==> config.mk <==
export PLATFORM = sky130hd
export DESIGN_NAME = can_bit_timer
export DESIGN_NICKNAME = d
export VERILOG_FILES = /design/src/rtl/can_bt_pkg.sv /design/src/rtl/can_bt_prescaler.sv /design/src/rtl/can_bt_edge.sv /design/src/rtl/can_bt_resync.sv /design/src/rtl/can_bt_segfsm.sv /design/src/rtl/can_bit_timer.sv
export SDC_FILE = /design/constraint.sdc
export NUM_CORES = 1
export LEC_CHECK = 0
export BUFFER_PORTS_ARGS = -buffer_cell sky130_fd_sc_hd__buf_2
export CAP_MARGIN = 20
export CORE_MARGIN = 3
export CORE_UTILIZATION = 55
export CTS_BUF_LIST = sky130_fd_sc_hd__clkbuf_4
export DETAILED_ROUTE_END_ITERATION = 12
export PLACE_DENSITY_LB_ADDON = 0.3
export SLEW_MARGIN = 20
export SYNTH_ARGS = -nofsm -noshare
export SYNTH_HDL_FRONTEND = slang
export SYNTH_SLANG_ARGS = --single-unit
==> constraint.sdc <==
create_clock -name clk -period 6 [get_ports clk]
set_input_delay 0.9 -clock clk [delete_from_list [all_inputs] [get_ports clk]]
set_output_delay 0.9 -clock clk [all_outputs]
set_load 0.01 [all_outputs]
==> src/rtl/can_bt_pkg.sv <==
package can_bt_pkg;
  typedef enum logic [1:0] {
    SEG_SYNC = 2'd0,
    SEG_PH1  = 2'd1,
    SEG_PH2  = 2'd2
  } seg_e;
endpackage

==> src/rtl/can_bt_prescaler.sv <==
module can_bt_prescaler #(
  parameter int PSC_W = 6
) (
  input  logic             clk,
  input  logic             rst_n,
  input  logic [PSC_W-1:0] psc_raw_i,
  output logic             tick_o
);
  localparam int DIV_W = PSC_W + 1;

  logic [DIV_W-1:0] cnt_q, cnt_d, last_c;

  // Divider is field + 2, so the terminal count is field + 1.
  always_comb begin
    last_c = {1'b0, psc_raw_i} + DIV_W'(1);
    tick_o = (cnt_q == last_c);
    cnt_d  = tick_o ? '0 : cnt_q + DIV_W'(1);
  end

  always_ff @(posedge clk or negedge rst_n) begin
    if (!rst_n) cnt_q <= '0;
    else        cnt_q <= cnt_d;
  end
endmodule

==> src/rtl/can_bt_edge.sv <==
module can_bt_edge (
  input  logic clk,
  input  logic rst_n,
  input  logic tick_i,
  input  logic rx_i,
  output logic fall_o
);
  logic rx_last_q, rx_last_d;

  // The line is looked at once per quantum; a fall is recessive then dominant.
  always_comb begin
    rx_last_d = tick_i ? rx_i : rx_last_q;
    fall_o    = tick_i & rx_last_q & ~rx_i;
  end

  always_ff @(posedge clk or negedge rst_n) begin
    if (!rst_n) rx_last_q <= 1'b1;
    else        rx_last_q <= rx_last_d;
  end
endmodule

==> src/rtl/can_bt_resync.sv <==
module can_bt_resync
  import can_bt_pkg::*;
#(
  parameter int CNT_W = 5,
  parameter int SJ_W  = 3
) (
  input  seg_e             seg_i,
  input  logic [CNT_W-1:0] cnt_i,
  input  logic [CNT_W-1:0] len2_i,
  input  logic [SJ_W-1:0]  sjw_i,
  input  logic [SJ_W-1:0]  ext_i,
  input  logic [SJ_W-1:0]  cut_i,
  input  logic             fall_i,
  input  logic             idle_i,
  input  logic             done_i,
  output logic [SJ_W-1:0]  ext_o,
  output logic [SJ_W-1:0]  cut_o,
  output logic             resync_o
);
  logic [CNT_W-1:0] rem_c, mag_c, sjw_x, step_w;
  logic [SJ_W-1:0]  step_c;
  logic             late_c, early_c;

  always_comb begin
    // Quanta of the second phase still to come after the current one.
    rem_c   = len2_i - cnt_i - CNT_W'(1);
    late_c  = (seg_i == SEG_PH1);
    early_c = (seg_i == SEG_PH2) && (rem_c != '0);
    mag_c   = late_c ? cnt_i + CNT_W'(1) : rem_c;
    sjw_x   = CNT_W'(sjw_i);
    step_w  = (mag_c > sjw_x) ? sjw_x : mag_c;
    step_c  = SJ_W'(step_w);

    resync_o = fall_i & ~idle_i & ~done_i & (late_c | early_c);
    ext_o    = (resync_o && late_c)  ? ext_i + step_c : ext_i;
    cut_o    = (resync_o && early_c) ? step_c         : cut_i;
  end
endmodule

==> src/rtl/can_bt_segfsm.sv <==
module can_bt_segfsm
  import can_bt_pkg::*;
#(
  parameter int CNT_W = 5,
  parameter int SJ_W  = 3
) (
  input  logic             clk,
  input  logic             rst_n,
  input  logic             tick_i,
  input  logic             hard_i,
  input  logic             resync_i,
  input  logic [SJ_W-1:0]  ext_n_i,
  input  logic [SJ_W-1:0]  cut_n_i,
  input  logic [CNT_W-1:0] len1_i,
  input  logic [CNT_W-1:0] len2_i,
  output seg_e             seg_o,
  output logic [CNT_W-1:0] cnt_o,
  output logic [SJ_W-1:0]  ext_o,
  output logic [SJ_W-1:0]  cut_o,
  output logic             done_o,
  output logic             smp_o,
  output logic             tx_o
);
  seg_e             seg_q, seg_d;
  logic [CNT_W-1:0] cnt_q, cnt_d, len1e_c;
  logic [SJ_W-1:0]  ext_q, ext_d, cut_q, cut_d;
  logic             done_q, done_d, last1_c, last2_c;

  always_comb begin
    seg_d   = seg_q;
    cnt_d   = cnt_q;
    ext_d   = ext_q;
    cut_d   = cut_q;
    done_d  = done_q;
    smp_o   = 1'b0;
    tx_o    = 1'b0;
    len1e_c = len1_i + CNT_W'(ext_n_i);
    last1_c = (cnt_q == len1e_c - CNT_W'(1));
    last2_c = ((cnt_q + CNT_W'(cut_n_i)) == len2_i - CNT_W'(1));
    if (tick_i) begin
      ext_d  = ext_n_i;
      cut_d  = cut_n_i;
      done_d = done_q | resync_i;
      if (hard_i) begin
        seg_d  = SEG_PH1;
        cnt_d  = '0;
        ext_d  = '0;
        cut_d  = '0;
        done_d = 1'b1;
      end else begin
        unique case (seg_q)
          SEG_SYNC: begin
            seg_d = SEG_PH1;
            cnt_d = '0;
          end
          SEG_PH1: begin
            if (last1_c) begin
              seg_d  = SEG_PH2;
              cnt_d  = '0;
              smp_o  = 1'b1;
              done_d = 1'b0;
            end else begin
              cnt_d = cnt_q + CNT_W'(1);
            end
          end
          SEG_PH2: begin
            if (last2_c) begin
              seg_d = SEG_SYNC;
              cnt_d = '0;
              ext_d = '0;
              cut_d = '0;
              tx_o  = 1'b1;
            end else begin
              cnt_d = cnt_q + CNT_W'(1);
            end
          end
          default: begin
            seg_d = SEG_SYNC;
            cnt_d = '0;
          end
        endcase
      end
    end
  end

  always_ff @(posedge clk or negedge rst_n) begin
    if (!rst_n) begin
      seg_q  <= SEG_SYNC;
      cnt_q  <= '0;
      ext_q  <= '0;
      cut_q  <= '0;
      done_q <= 1'b0;
    end else begin
      seg_q  <= seg_d;
      cnt_q  <= cnt_d;
      ext_q  <= ext_d;
      cut_q  <= cut_d;
      done_q <= done_d;
    end
  end

  assign seg_o  = seg_q;
  assign cnt_o  = cnt_q;
  assign ext_o  = ext_q;
  assign cut_o  = cut_q;
  assign done_o = done_q;
endmodule

==> src/rtl/can_bit_timer.sv <==
module can_bit_timer
  import can_bt_pkg::*;
#(
  parameter int PSC_W = 6,
  parameter int TS1_W = 4,
  parameter int TS2_W = 3,
  parameter int SJW_W = 2
) (
  input  logic             clk,
  input  logic             rst_n,
  input  logic             rx_i,
  input  logic [PSC_W-1:0] psc_raw_i,
  input  logic [TS1_W-1:0] tseg1_raw_i,
  input  logic [TS2_W-1:0] tseg2_raw_i,
  input  logic [SJW_W-1:0] sjw_raw_i,
  input  logic             bus_idle_i,
  output logic             tq_stb_o,
  output logic             sample_stb_o,
  output logic             rx_bit_o,
  output logic             tx_stb_o
);
  localparam int CNT_W = $clog2((1 << TS1_W) + (1 << SJW_W) + 1);
  localparam int SJ_W  = SJW_W + 1;

  logic             tick, fall, hard, resync, done, smp_evt, tx_evt;
  logic [CNT_W-1:0] len1, len2, sjw_want, cnt;
  logic [SJ_W-1:0]  sjw_eff, ext_q, cut_q, ext_n, cut_n;
  seg_e             seg;

  logic tq_q, tq_d, smp_q, smp_d, tx_q, tx_d, bit_q, bit_d;

  // Offset-encoded fields; jump width limited by the second phase length.
  always_comb begin
    len1     = CNT_W'(tseg1_raw_i) + CNT_W'(1);
    len2     = CNT_W'(tseg2_raw_i) + CNT_W'(1);
    sjw_want = CNT_W'(sjw_raw_i) + CNT_W'(1);
    sjw_eff  = SJ_W'((sjw_want > len2) ? len2 : sjw_want);
    hard     = fall & bus_idle_i;
  end

  can_bt_prescaler #(.PSC_W(PSC_W)) u_psc (
    .clk(clk), .rst_n(rst_n), .psc_raw_i(psc_raw_i), .tick_o(tick)
  );

  can_bt_edge u_edge (
    .clk(clk), .rst_n(rst_n), .tick_i(tick), .rx_i(rx_i), .fall_o(fall)
  );

  can_bt_resync #(.CNT_W(CNT_W), .SJ_W(SJ_W)) u_rsy (
    .seg_i(seg), .cnt_i(cnt), .len2_i(len2), .sjw_i(sjw_eff),
    .ext_i(ext_q), .cut_i(cut_q), .fall_i(fall), .idle_i(bus_idle_i),
    .done_i(done), .ext_o(ext_n), .cut_o(cut_n), .resync_o(resync)
  );

  can_bt_segfsm #(.CNT_W(CNT_W), .SJ_W(SJ_W)) u_seg (
    .clk(clk), .rst_n(rst_n), .tick_i(tick), .hard_i(hard),
    .resync_i(resync), .ext_n_i(ext_n), .cut_n_i(cut_n),
    .len1_i(len1), .len2_i(len2), .seg_o(seg), .cnt_o(cnt),
    .ext_o(ext_q), .cut_o(cut_q), .done_o(done),
    .smp_o(smp_evt), .tx_o(tx_evt)
  );

  always_comb begin
    tq_d  = tick;
    smp_d = smp_evt;
    tx_d  = tx_evt;
    bit_d = smp_evt ? rx_i : bit_q;
  end

  always_ff @(posedge clk or negedge rst_n) begin
    if (!rst_n) begin
      tq_q  <= 1'b0;
      smp_q <= 1'b0;
      tx_q  <= 1'b0;
      bit_q <= 1'b1;
    end else begin
      tq_q  <= tq_d;
      smp_q <= smp_d;
      tx_q  <= tx_d;
      bit_q <= bit_d;
    end
  end

  assign tq_stb_o     = tq_q;
  assign sample_stb_o = smp_q;
  assign tx_stb_o     = tx_q;
  assign rx_bit_o     = bit_q;
endmodule

* Word level (Yosys, flattened, before mapping) *
Cells that the tools add are included.
Widths: inputs -> output; s select.

storage, ports and cells
  bits in registers = 26
  latch bits = 0
  RAM bits = 0
  memory bits (read-only) = 0
  bits of input ports = 19
  output and inout port bits = 4
  word-level logic and storage cells = 81
  memories kept = 0

operators by class
  add/subtract/negate cells = 13
  multiply operators = 0
  divide/modulo/power cells = 0
  $lt $le $gt $ge = 2
  equality and inequality tests = 7
  shifts and indexed selects = 0
  mux-type cells = 31
  bitwise logic cells = 11
  reduce and logical (&&, ||, !) cells = 6

operator list
  cell                 number
  $mux 3               10
  $mux 5               4
  $mux 1               11
  $add 5x3->5          2
  $eq 5x5->1           2
  $pmux 5 s2           1
  $sub 5x1->5 const B  2
  $add 6x1->7 const B  1
  $add 7x1->7 const B  1
  $eq 7x7->1           1
  $mux 7               1
  $and 1x1->1          6
  $mux 2               3
  $ne 3x2->1 const B   2
  $pmux 2 s3           1
  $add 4x1->5 const B  1
  $add 5x1->5 const B  1
  $gt 5x3->1           1
  $reduce_bool 5->1    1
  $sub 4x1->5 const B  1
  $sub 4x5->5          1
  $add 3x1->4 const B  1
  $gt 3x4->1           1
  $add 2x1->3 const B  1
  8 further kinds      13

* Logic depth before layout (Yosys ltp) *
  depth in word-level cells = 16
  depth in mapped cells = 31

* By module *
Synthesis repeated with hierarchy kept, for this count alone.

unflattened totals
  cells, all modules = 291
  area, all modules = 2713.9 um2

by module, submodules not included
  module            times used  cells an instance  area an instance (um2)  seq. area each (um2)
  can_bt_segfsm     1           126                1204.9                  350.3
  can_bt_resync     1           76                 565.5                   0.0
  can_bt_prescaler  1           55                 540.5                   175.2
  can_bit_timer     1           31                 351.6                   101.3
  can_bt_edge       1           3                  51.3                    26.3

* Worst setup path before layout *
Ideal clock, no wire load.

  path type = input-to-reg
  from = input port tseg2_raw_i[2]
  to = register u_seg.cnt_q[3], in the netlist u_seg.cnt_o[3]
  library setup time = 0.095 ns
  data arrival time = 6.228 ns
  setup slack = -0.323 ns
  stages = 27
  path buffers = 1
  cell sequence = clkbuf_1 > xor2_1 > inv_1 > ha_1 > nor4bb_1 > a31oi_1 > a21oi_1 > mux2i_1 > ha_1 > nor2b_1 > o21ai_0 > nand2b_1 > a32o_1 > a21oi_1 > nor2_1 > a21oi_1 > ha_1 > fa_1 > mux2_2 > fa_1 > xnor2_1 > xnor2_1 > nor3_1 > a31oi_1 > o211ai_1 > or2_2 > o31ai_1

on the way
  cells in the longest elaborated chain, start to end = 15

ends and longest elaborated chain
  what                                                                  line                 source
  start, declared                                                       can_bit_timer.sv:14  input logic [TS2_W-1:0] tseg2_raw_i,
  $add 3x1->4 (*)                                                       can_bit_timer.sv:35  len2 = CNT_W'(tseg2_raw_i) + CNT_W'(1);
  parallel branches: the longest is 12 deep, another holds $sub 4x5->5  n/a
  $pmux 5 s2 (*)                                                        can_bt_segfsm.sv:51  unique case (seg_q)
  $mux 5 (*)                                                            can_bt_segfsm.sv:44  if (hard_i) begin
  end signal, assigned                                                  can_bt_segfsm.sv:95  cnt_q <= cnt_d;
  end, declared                                                         can_bt_segfsm.sv:25  logic [CNT_W-1:0] cnt_q, cnt_d, len1e_c;

Every way passes the cells marked *.
A chain may end at the register's enable or synchronous reset.

* Worst setup path after layout *
  from = input port tseg2_raw_i[0]
  to = register u_seg.cnt_q[0], in the netlist u_seg.cnt_o[0]

The elaborated chain is that of the path after synthesis.

==> metrics.txt <==
status finished with violations; failing checks setup timing; CTS tree built; clock buffer depth 2; Seq/Total Area, Yosys 26.13%; Fin. Hold Viols 0; crit-path most repeated cell a21oi_2; Antenna Nets Post-Route 0; Worst Path Required 6.24 ns; vias 2473; CTS root buffer clkbuf_4; Row Count 23; crit-path leading delay family adder cells; fin nets 407; Least-Margin Pin Slew 0.6732 ns; WL final 7.091 mm; I/O Buffers 22; CTS HTree Levels 1; Power per Cell Area 356.9 nW/um^2; Starting DRT DRC Count 146; CP max-delay cell fa_2; I/O Pins 23; total core area 4202 sq um; placed inst area 3027 sq um; Hold WC Path Type register to register; top_reg_cell synth dfrtp_1; initial antenna violation count 0; Ys Warns 0; Horiz. Die Dim 73.42 um; Final GP Congestion 0.9140; Max Fclk 0.1600 GHz; nature of the critical path startpoint input pin; dpl ws -0.3885 ns; FF-to-FF setup slack 0.29 ns; synthesized area 2500 sq um; asr flop ratio synth 100.0%; Hold Crit Start u_edge.rx_last_q; met1 wire length 2.825 mm; Clk pin slew, worst setup/hold paths 0.15 ns; critical path arrival 6.49 ns; setup repair after global routing missed its margin true; drt pass-1 iters 4; layout cells sized above 1 39.00%; post-layout minimum cycle time 6.252 ns; Setup violations, final 9; slew margin rel. 55.02%; # Max-Cap Violations 0; reg2reg start u_seg.cnt_o[0]; GR Overflow Total 0; post-synthesis register bit count 26; CTS sink cnt 26; Tcrit/Tclk final 104.2%; first-pass GRT wire length 10.41 mm; Skew-Pair Late Insertion Delay 0.32 ns; Post-CTS Hold Buffers 0; area of the die 5391 sq um; P&R area growth vs syn 35.39%; mean area per synthesized cell 8.928 sq um; Slew Limit Fails 0; WL met3 395 um; DR WL/cell 17.34 um; Worst VDD drop 191.0 uV; max layer used met4; Tot GR Track Use 24.34%; worst setup margin -0.2519 ns; critical path peak fanout 5; post-route cell area 3385 sq um; Distinct cells, synth 60; DRC Markers 0; slowest stage delay, CP 0.57 ns; number of global-route vias before repair 2358; Setup crit start tseg2_raw_i[0]; Buf/Inv on CP 3; Die Height 73.42 um; Post-Route Skew 0.01405 ns; diodes inserted 0; Synth Net Count 327; Worst setup EP type register; largest net degree at the start of global routing 27; leak pwr 1.546 nW; via density per instance 6.046; total CTS buffers 3; Mapped Cells 280; number of synthesized flops with an enable pin 0; Final Power 1.208 mW; Initial Util 59.50%; critical path class input pin to register; DP Wirelength 4.718 mm; routed length on met2 3.627 mm
==> cell usage in the layout, fill, tap and decap left out, types with 4 or more instances in the layout <==
master and n:
nor2b_1 6, dfrtp_1 24, a21o_1 5, buf_2 20, o21ai_0 9, a22o_1 4, nand2_1 25, xnor2_1 18
ha_1 20, inv_1 15, a21oi_1 8, and3_1 5, nor2_1 13, a21oi_2 4, nand3_1 11, xor2_1 7
buf_4 57, o21ai_1 5
==> metal layers <==
metal  global-route usage, %  vias to the layer above
met3                   2.326                       24
met4                   8.048                        0
met5                       0                        -
met2                   43.30                      114
met1                   30.76                     1176
li1                        -                     1159
==> worst register-to-register path: cells and delay by family, from the launching register on <==
kind | cells | cell delay [ns]
xor+xnor | 2 | 0.38
compound gates | 7 | 1.33
fa+ha+maj | 6 | 2.16
flops | 1 | 0.42
simple gates | 4 | 0.48
mux | 1 | 0.30
buf+inv | 5 | 0.58
==> through the flow <==
| step | util, % | instances | hold WS [ns] | TNS (ns) |
|---|---|---|---|---|
| after floorplan | - | 280 | 0.4360 | 0 |
| after global placement | 72.04 | 386 | 0.4476 | -1.591 |
| after detailed placement | 72.04 | 386 | 0.4606 | -4.163 |
| after CTS | 74.81 | 400 | 0.4809 | -0.01130 |
| after global routing | 80.55 | 409 | 0.5187 | -4.650 |
| final | 80.55 | 409 | 0.4793 | -1.057 |
==> where the power goes <==
part	total (mW)	switching, mW	internal [mW]	leakage, nW
Sequential	0.267	0.0447	0.222	0.324
Combinational	0.864	0.439	0.425	1.21
Clock	0.0775	0.0531	0.0243	0.0154
Total	1.21	0.536	0.672	1.55
==> registers in the layout, indices dropped and copies added (netlist names) <==
| signal | flops |
|---|---|
| rx_bit_o | 1 |
| u_edge.rx_last_q | 1 |
| tx_stb_o | 1 |
| u_seg.cnt_o | 5 |
| tq_stb_o | 1 |
| u_psc.cnt_q | 7 |
| u_seg.ext_o | 3 |
| sample_stb_o | 1 |
| u_seg.done_o | 1 |
| u_seg.cut_o | 3 |
| u_seg.seg_o | 2 |
==> kinds of logic after synthesis <==
kind of cell | share of synthesized area (%)
AO/OA/AOI/OAI | 17.87
XOR/XNOR | 11.06
adder cells (fa/ha/maj) | 15.22
buffers and inverters | 4.404
flip-flops | 26.13
multiplexers | 4.555
AND/OR/NAND/NOR | 20.77
==> what timing repair did <==
| item | 4_1_cts | 5_1_grt |
|---|---|---|
| gates resized for setup | 4 | 44 |
| buffers inserted | 10 | 9 |
| pin swaps | 7 | 27 |
| cloned | 0 | 0 |
| setup endpoints to repair | 3 | 17 |
==> worst paths after layout <==
check | to | cells after the start
setup / recovery | u_seg.cnt_o[0] | 28
hold / removal | u_edge.rx_last_q | 2
setup reg to reg | u_seg.cnt_o[0] | 25
hold reg to reg | u_edge.rx_last_q | 2
max in group asynchronous | u_seg.cnt_o[1] | 1
min in group asynchronous | u_seg.cut_o[2] | 1
==> Yosys cell counts, types with 4 or more instances <==
cell type | instances | area (sq um)
a21o_1 | 5 | 37.54
a21oi_1 | 12 | 60.06
a22o_1 | 4 | 35.03
and3_1 | 5 | 31.28
dfrtp_1 | 24 | 600.6
fa_1 | 4 | 80.08
ha_1 | 24 | 300.3
inv_1 | 18 | 67.56
mux2i_1 | 5 | 50.05
nand2_1 | 27 | 101.4
nand3_1 | 11 | 55.05
nor2_1 | 15 | 56.30
nor2b_1 | 7 | 43.79
nor3_1 | 4 | 20.02
o21ai_0 | 16 | 80.08
or3_1 | 5 | 31.28
xnor2_1 | 21 | 183.9
xor2_1 | 8 | 70.07
==> final cells by class <==
| class | count | area, sq um |
|---|---|---|
| multi-input combinational | 227 | 1966 |
| sequential | 26 | 653.1 |
| fill | 228 | 817.0 |
| timing repair buffer | 82 | 596.8 |
| inverter | 20 | 80.08 |
| clock inverter | 1 | 3.754 |
| clock buffer | 3 | 22.52 |
| tap | 50 | 62.56 |
Note: power is estimated with default switching activity, not from simulation.
